`src/rtl/pbus_pkg.sv`:
```
package pbus_pkg;

  typedef enum logic [2:0] {
    CK_MEM_RD  = 3'd0,
    CK_MEM_WT  = 3'd1,
    CK_MEM_WB  = 3'd2,
    CK_IO_RD   = 3'd3,
    CK_IO_WR   = 3'd4,
    CK_SPECIAL = 3'd5,
    CK_INTA    = 3'd6
  } cyc_kind_e;

  // Current cycle types that allow an early next address.
  function automatic logic na_kind_ok(input logic [2:0] k, input logic lk);
    return !lk && (k == CK_MEM_RD || k == CK_MEM_WT);
  endfunction

  // Pending request types that may be issued as a pipelined cycle.
  function automatic logic pipe_kind_ok(input logic [2:0] k, input logic lk);
    return !lk && (k != CK_MEM_WB);
  endfunction

endpackage

```
`src/rtl/pbus_ads_gen.sv`:
```
module pbus_ads_gen (
  input  logic clk,
  input  logic rst,
  input  logic issue,
  input  logic take,
  output logic ads
);

  logic lag_q;
  logic ads_q;

  always_ff @(posedge clk) begin
    if (rst) begin
      lag_q <= 1'b0;
      ads_q <= 1'b0;
    end else begin
      lag_q <= take;
      ads_q <= issue | lag_q;
    end
  end

  assign ads = ads_q;

  p_ads_issue_r2: assert property (@(posedge clk) disable iff (rst)
    issue |=> ads);
  p_ads_pulse_r2: assert property (@(posedge clk) disable iff (rst)
    ads |=> !ads);
  p_ads_lag_r4: assert property (@(posedge clk) disable iff (rst)
    take |=> ##1 ads);

endmodule

```
`src/rtl/pbus_cycle_trk.sv`:
```
module pbus_cycle_trk #(
  parameter int BEAT_W = 2
) (
  input  logic              clk,
  input  logic              rst,
  input  logic              issue,
  input  logic              take,
  input  logic              ads,
  input  logic              data_rdy,
  input  logic              addr_hold,
  input  logic [2:0]        req_kind,
  input  logic              req_lock,
  input  logic [BEAT_W-1:0] req_beats,
  output logic              act,
  output logic              idle,
  output logic              win,
  output logic              cur_hold_old,
  output logic              pipe_v,
  output logic              last_beat,
  output logic              promote,
  output logic [2:0]        cur_kind,
  output logic              cur_lock
);

  localparam logic [BEAT_W-1:0] LAST_REM = '0;

  logic              act_q, win_q, hold_old_q;
  logic [2:0]        kind_q;
  logic              lock_q;
  logic [BEAT_W-1:0] rem_q;
  logic              pipe_q, pseen_q, phold_q, plock_q;
  logic [2:0]        pkind_q;
  logic [BEAT_W-1:0] pbeats_q;

  assign last_beat = act_q && data_rdy && (rem_q == LAST_REM);
  assign promote   = last_beat && pipe_q;

  always_ff @(posedge clk) begin
    if (rst) begin
      act_q      <= 1'b0;
      win_q      <= 1'b0;
      hold_old_q <= 1'b0;
      kind_q     <= 3'd0;
      lock_q     <= 1'b0;
      rem_q      <= '0;
      pipe_q     <= 1'b0;
      pseen_q    <= 1'b0;
      phold_q    <= 1'b0;
      plock_q    <= 1'b0;
      pkind_q    <= 3'd0;
      pbeats_q   <= '0;
    end else begin
      // Strobe of the current cycle seen: window opens next clock.
      if (ads && !pipe_q) begin
        win_q      <= 1'b1;
        hold_old_q <= addr_hold;
      end
      // Strobe of the waiting cycle seen before it became current.
      if (ads && pipe_q) begin
        pseen_q <= 1'b1;
        phold_q <= addr_hold;
      end
      if (act_q && data_rdy) begin
        win_q <= 1'b0;
        rem_q <= rem_q - 1'b1;
      end
      if (take) begin
        pipe_q   <= 1'b1;
        pkind_q  <= req_kind;
        plock_q  <= req_lock;
        pbeats_q <= req_beats;
        pseen_q  <= 1'b0;
      end
      if (issue) begin
        act_q  <= 1'b1;
        kind_q <= req_kind;
        lock_q <= req_lock;
        rem_q  <= req_beats;
        win_q  <= 1'b0;
      end else if (last_beat) begin
        if (pipe_q) begin
          kind_q     <= pkind_q;
          lock_q     <= plock_q;
          rem_q      <= pbeats_q;
          pipe_q     <= 1'b0;
          win_q      <= pseen_q | ads;
          hold_old_q <= pseen_q ? phold_q : addr_hold;
        end else begin
          act_q <= 1'b0;
          win_q <= 1'b0;
        end
      end
    end
  end

  assign act          = act_q;
  assign idle         = !act_q && !pipe_q;
  assign win          = win_q;
  assign cur_hold_old = hold_old_q;
  assign pipe_v       = pipe_q;
  assign cur_kind     = kind_q;
  assign cur_lock     = lock_q;

  p_one_pipe_r10: assert property (@(posedge clk) disable iff (rst)
    pipe_v |-> !take);
  p_win_in_cycle_r3: assert property (@(posedge clk) disable iff (rst)
    win |-> act);
  p_promote_busy_r12: assert property (@(posedge clk) disable iff (rst)
    promote |=> act && !pipe_v);

endmodule

```
`src/rtl/pbus_attr_cap.sv`:
```
module pbus_attr_cap (
  input  logic clk,
  input  logic rst,
  input  logic new_cyc,
  input  logic act,
  input  logic na_smp,
  input  logic data_rdy,
  input  logic cache_en_in,
  input  logic wb_mode_in,
  output logic attr_valid,
  output logic attr_cacheable,
  output logic attr_wb
);

  logic done_q, ken_q, wb_q;

  always_ff @(posedge clk) begin
    if (rst) begin
      done_q <= 1'b0;
      ken_q  <= 1'b0;
      wb_q   <= 1'b0;
    end else if (new_cyc) begin
      done_q <= 1'b0;
    end else if (act && !done_q && (na_smp || data_rdy)) begin
      done_q <= 1'b1;
      ken_q  <= cache_en_in;
      wb_q   <= wb_mode_in;
    end
  end

  assign attr_valid     = done_q;
  assign attr_cacheable = ken_q;
  assign attr_wb        = wb_q;

  p_attr_keep_r11: assert property (@(posedge clk) disable iff (rst)
    attr_valid && !new_cyc |=> attr_valid && $stable(attr_cacheable) && $stable(attr_wb));

endmodule

```
`src/rtl/pbus_na_seq.sv`:
```
module pbus_na_seq #(
  parameter int BEAT_W = 2
) (
  input  logic              clk,
  input  logic              rst,
  input  logic              req_valid,
  output logic              req_ready,
  input  logic [2:0]        req_kind,
  input  logic              req_lock,
  input  logic [BEAT_W-1:0] req_beats,
  input  logic              nxt_addr,
  input  logic              data_rdy,
  input  logic              backoff,
  input  logic              hold_ack,
  input  logic              addr_hold,
  input  logic              init,
  input  logic              probe_rdy,
  input  logic              quiesce,
  input  logic              cache_en_in,
  input  logic              wb_mode_in,
  output logic              ads,
  output logic              cyc_busy,
  output logic              attr_valid,
  output logic              attr_cacheable,
  output logic              attr_wb
);
  import pbus_pkg::*;

  logic       act, idle, win, cur_hold_old, pipe_v, last_beat, promote, cur_lock;
  logic [2:0] cur_kind;
  logic       na_block, na_smp, take, issue;

  assign na_block = backoff | hold_ack | init | probe_rdy | quiesce;

  assign na_smp = !rst && win && nxt_addr && na_kind_ok(cur_kind, cur_lock)
                  && !na_block && (!addr_hold || !cur_hold_old);

  assign take = na_smp && !pipe_v && req_valid
                && pipe_kind_ok(req_kind, req_lock) && !last_beat;

  assign issue = !rst && idle && req_valid && !backoff && !hold_ack
                 && !addr_hold && !init && !quiesce;

  assign req_ready = issue | take;
  assign cyc_busy  = act;

  pbus_cycle_trk #(.BEAT_W(BEAT_W)) u_trk (
    .clk(clk), .rst(rst), .issue(issue), .take(take), .ads(ads),
    .data_rdy(data_rdy), .addr_hold(addr_hold), .req_kind(req_kind),
    .req_lock(req_lock), .req_beats(req_beats), .act(act), .idle(idle),
    .win(win), .cur_hold_old(cur_hold_old), .pipe_v(pipe_v),
    .last_beat(last_beat), .promote(promote), .cur_kind(cur_kind),
    .cur_lock(cur_lock)
  );

  pbus_ads_gen u_ads (
    .clk(clk), .rst(rst), .issue(issue), .take(take), .ads(ads)
  );

  pbus_attr_cap u_attr (
    .clk(clk), .rst(rst), .new_cyc(issue | promote), .act(act),
    .na_smp(na_smp), .data_rdy(data_rdy), .cache_en_in(cache_en_in),
    .wb_mode_in(wb_mode_in), .attr_valid(attr_valid),
    .attr_cacheable(attr_cacheable), .attr_wb(attr_wb)
  );

  p_ready_needs_valid_r9: assert property (@(posedge clk) disable iff (rst)
    req_ready |-> req_valid);
  p_blocked_busy_r7: assert property (@(posedge clk) disable iff (rst)
    na_block && !idle |-> !req_ready);
  p_reset_quiet_r1: assert property (@(posedge clk)
    rst |=> !ads && !cyc_busy && !attr_valid);

endmodule

```
`config.mk`:
```
export PLATFORM = sky130hd
export DESIGN_NAME = pbus_na_seq
export DESIGN_NICKNAME = d
export VERILOG_FILES = /design/src/rtl/pbus_pkg.sv /design/src/rtl/pbus_ads_gen.sv /design/src/rtl/pbus_cycle_trk.sv /design/src/rtl/pbus_attr_cap.sv /design/src/rtl/pbus_na_seq.sv
export SDC_FILE = /design/constraint.sdc
export NUM_CORES = 1
export LEC_CHECK = 0
export CAP_MARGIN = 20
export CORE_AREA = 2 2 47 49
export CTS_CLUSTER_SIZE = 28
export DETAILED_ROUTE_END_ITERATION = 10
export DIE_AREA = 0 0 49 51
export PLACE_DENSITY = 0.81
export SLEW_MARGIN = 20
export SYNTH_ARGS = -nofsm -noshare
export SYNTH_HDL_FRONTEND = slang
export SYNTH_SLANG_ARGS = --single-unit
```
`constraint.sdc`:
```
create_clock -name clk -period 5.6 [get_ports clk]
set_input_delay 1.68 -clock clk [delete_from_list [all_inputs] [get_ports clk]]
set_output_delay 1.68 -clock clk [all_outputs]
set_load 0.005 [all_outputs]
```
==> metrics.md <==
| Metric | Value |
|---|---|
| Run status | `completed` |
| Max Cap Violations | `0` |
| Largest net degree at the start of global routing | `23` |
| Vias per inst | `5.49` |
| Crit Path Max Fanout | `5` |
| Seq/Total Area, Yosys | `0.426` |
| Diode count | `0` |
| # DRC | `0` |
| Worst slew pin tran | `413 ps` |
| Root Buffer Master | `clkbuf_4` |
| Die X | `49 um` |
| Total GRT Usage | `0.185` |
| Leakage Power | `0.469 nW` |
| Number of I/O pins | `25` |
| Largest cells by area after synthesis | `dfxtp_1 (43%), mux2_2 (4.6%), a21oi_1 (4.1%)` |
| Library cells used by synthesis | `32` |
| Post-DP Area | `0.00125 mm^2` |
| Design area | `0.00128 mm^2` |
| Hold violation count in the final report | `0` |
| Via count | `873` |
| EDFF count, synth | `0` |
| Clk_lat worst skew | `310 ps` |
| Die Ht | `51 um` |
| Final setup viols | `0` |
| Ys Warns | `0` |
| Drt total wl | `2.09 mm` |
| Cell area power density | `195 mW/mm^2` |
| Critical Path RT | `3920 ps` |
| GP Congestion | `0.813` |
| Router iterations before antenna repair | `4` |
| Post-detail-place hpwl | `1.57 mm` |
| Initial antenna violation count | `0` |
| FILL cells | `197` |
| TNS Setup | `0 ps` |
| Worst Setup Path Type | `in -> out` |
| Clock group share of total power | `0.297` |
| CTS tree | `yes` |
| Mapped Nets | `126` |
| Most common cell after layout, fill and taps aside | `clkdlybuf4s50_1` |
| Die area | `0.00250 mm^2` |
| Hold_buf cts | `0` |
| Slew Limit Fails | `0` |
| Commonest non-fill, non-tap cells in the layout | `clkdlybuf4s50_1 (24), dfxtp_1 (21), nand2_1 (8), nand3_1 (8), a21oi_1 (8)` |
| Layout cells sized above 1 | `0.107` |
| H-tree Lvls | `1` |
| Synth async-reset ratio | `0` |
| CORE AREA | `0.00206 mm^2` |
| Yosys top cell by area | `dfxtp_1` |
| Vias in the first global route | `844` |
| Clock Skews | `2.46 ps` |
| Port bufs | `24` |
| Register bit total from synthesis | `21` |
| Nets | `152` |
| CTS max path bufs | `2` |
| Drt wl/cell | `13.1 um` |
| 1st-iter DRT viols | `12` |
| Grt ovf | `0` |
| P_int | `0.192 mW` |
| Seq pwr share | `0.604` |
| CTS resizes | `0` |
| Relative slew margins | `0.723` |
| Switching Share | `0.227` |
| Design Power | `0.248 mW` |
| Antenna-violating nets left | `0` |
| Worst path arrival time | `3500 ps` |
| Area growth syn-to-layout | `29.4%` |
| Avg Cell Area, Syn | `9.30 um^2` |
| Worst-path clk slew | `110 ps` |
| Net load switching power | `0.0565 mW` |
| Crit start category | `primary input` |
| Area share of the largest cell type after synthesis | `0.426` |
| Starting Density | `0.478` |
| Fmax | `193 MHz` |
| Worst vdd ir | `0.000130 V` |
| Worst Setup End Kind | `primary output` |
| Cell count after synthesis | `106` |
| # Post-CTS Setup Buffers | `0` |
| Sink Count | `21` |
| Hold Crit Class | `reg -> reg` |
| Post-route clock period utilization | `0.925` |
| RSZ-0062 raised after global routing | `no` |
| Cell Rows | `17` |
| First-pass GRT wire length | `3.59 mm` |
| Comb pwr share | `0.099` |
| Cts bufs inserted | `3` |
| Final Critical Period | `5180 ps` |
| Main synth FF type | `dfxtp_1` |
| Post-Syn Area | `986 um^2` |
| Hold WS | `455 ps` |
[flip-flops by register name (all words and copies together) (netlist names), 2 cells and up]
register / flops
u_trk.pkind_q: 2
u_trk.pbeats_q: 2
u_trk.cur_kind: 2
u_trk.rem_q: 2
[area by class of cell]
type | instances | area [um^2] | share of cell area
clock inverters | 1 | 5.00 | 0.00392
flip-flops and latches | 21 | 420 | 0.329
multi-input cells | 78 | 531 | 0.416
clock buffers | 3 | 22.5 | 0.0176
well taps | 28 | 35.0 | 0.0275
inverters | 2 | 7.51 | 0.00588
repair buffers | 26 | 255 | 0.200
[critical path, cell delays in order]
cell	delay (ps)
clkdlybuf4s50_1	490
a211oi_1	360
nand2_1	160
nor3_4	200
or2_2	130
clkdlybuf4s50_1	480
[path summary, 6_finish.rpt]
kind / startpoint / endpoint / slack (ps) / depth (start not counted)
max reg2reg: u_trk.rem_q[0] / u_trk.pkind_q[1] / 3670 / 7
max: addr_hold / req_ready / 420 / 6
min: u_ads.lag_q / u_ads.ads / 450 / 2
min reg2reg: u_ads.lag_q / u_ads.ads / 450 / 2
[cell usage after synthesis, types with 2 or more instances]
| cell type | n |
|---|---|
| a211oi_1 | 5 |
| a21oi_1 | 8 |
| a22oi_1 | 5 |
| clkbuf_1 | 3 |
| dfxtp_1 | 21 |
| inv_1 | 2 |
| mux2_2 | 4 |
| mux2i_1 | 4 |
| nand2_1 | 8 |
| nand2b_1 | 6 |
| nand3_1 | 8 |
| nor2_1 | 6 |
| nor2b_1 | 5 |
| nor3_1 | 2 |
| o21ai_0 | 2 |
[per-stage QoR]
stage               setup WS (ps)  utilization  cells
finish                        422        0.619    159
global route                  340        0.619    159
CTS                           430        0.619    159
detailed placement            437        0.605    155
global placement              469        0.605    155
floorplan                    1320            -    106
[cell families (layout without fill, tap and decap cells)]
family,Yosys count,in the layout,share of synthesized area
flip-flops,21,21,0.426
AND/OR/NAND/NOR,45,45,0.277
adder cells (fa/ha/maj),1,1,0.0127
multiplexers,8,8,0.0863
XOR/XNOR,1,1,0.00888
buffers and inverters,7,32,0.0355
AO/OA/AOI/OAI,23,23,0.154
[per-layer routing]
layer  global-route usage  vias to the layer above  routed length [um]
met5                    0                        -                   0
met4               0.0714                        0                  31
met3               0.0263                        5                 124
met2                0.326                       26                1010
met1                0.229                      410                 918
li1                     -                      432                   -
[power groups by stage]
stage / registers, mW / clock network (mW) / logic (mW)
after floorplan: 0.153 / 0 / 0.00744
after global placement: 0.153 / 0 / 0.0242
after detailed placement: 0.153 / 0 / 0.0244
after CTS: 0.150 / 0.0744 / 0.0245
after global routing: 0.150 / 0.0790 / 0.0263
final: 0.150 / 0.0737 / 0.0245
No activity file was read; power rests on OpenSTA's default activity.
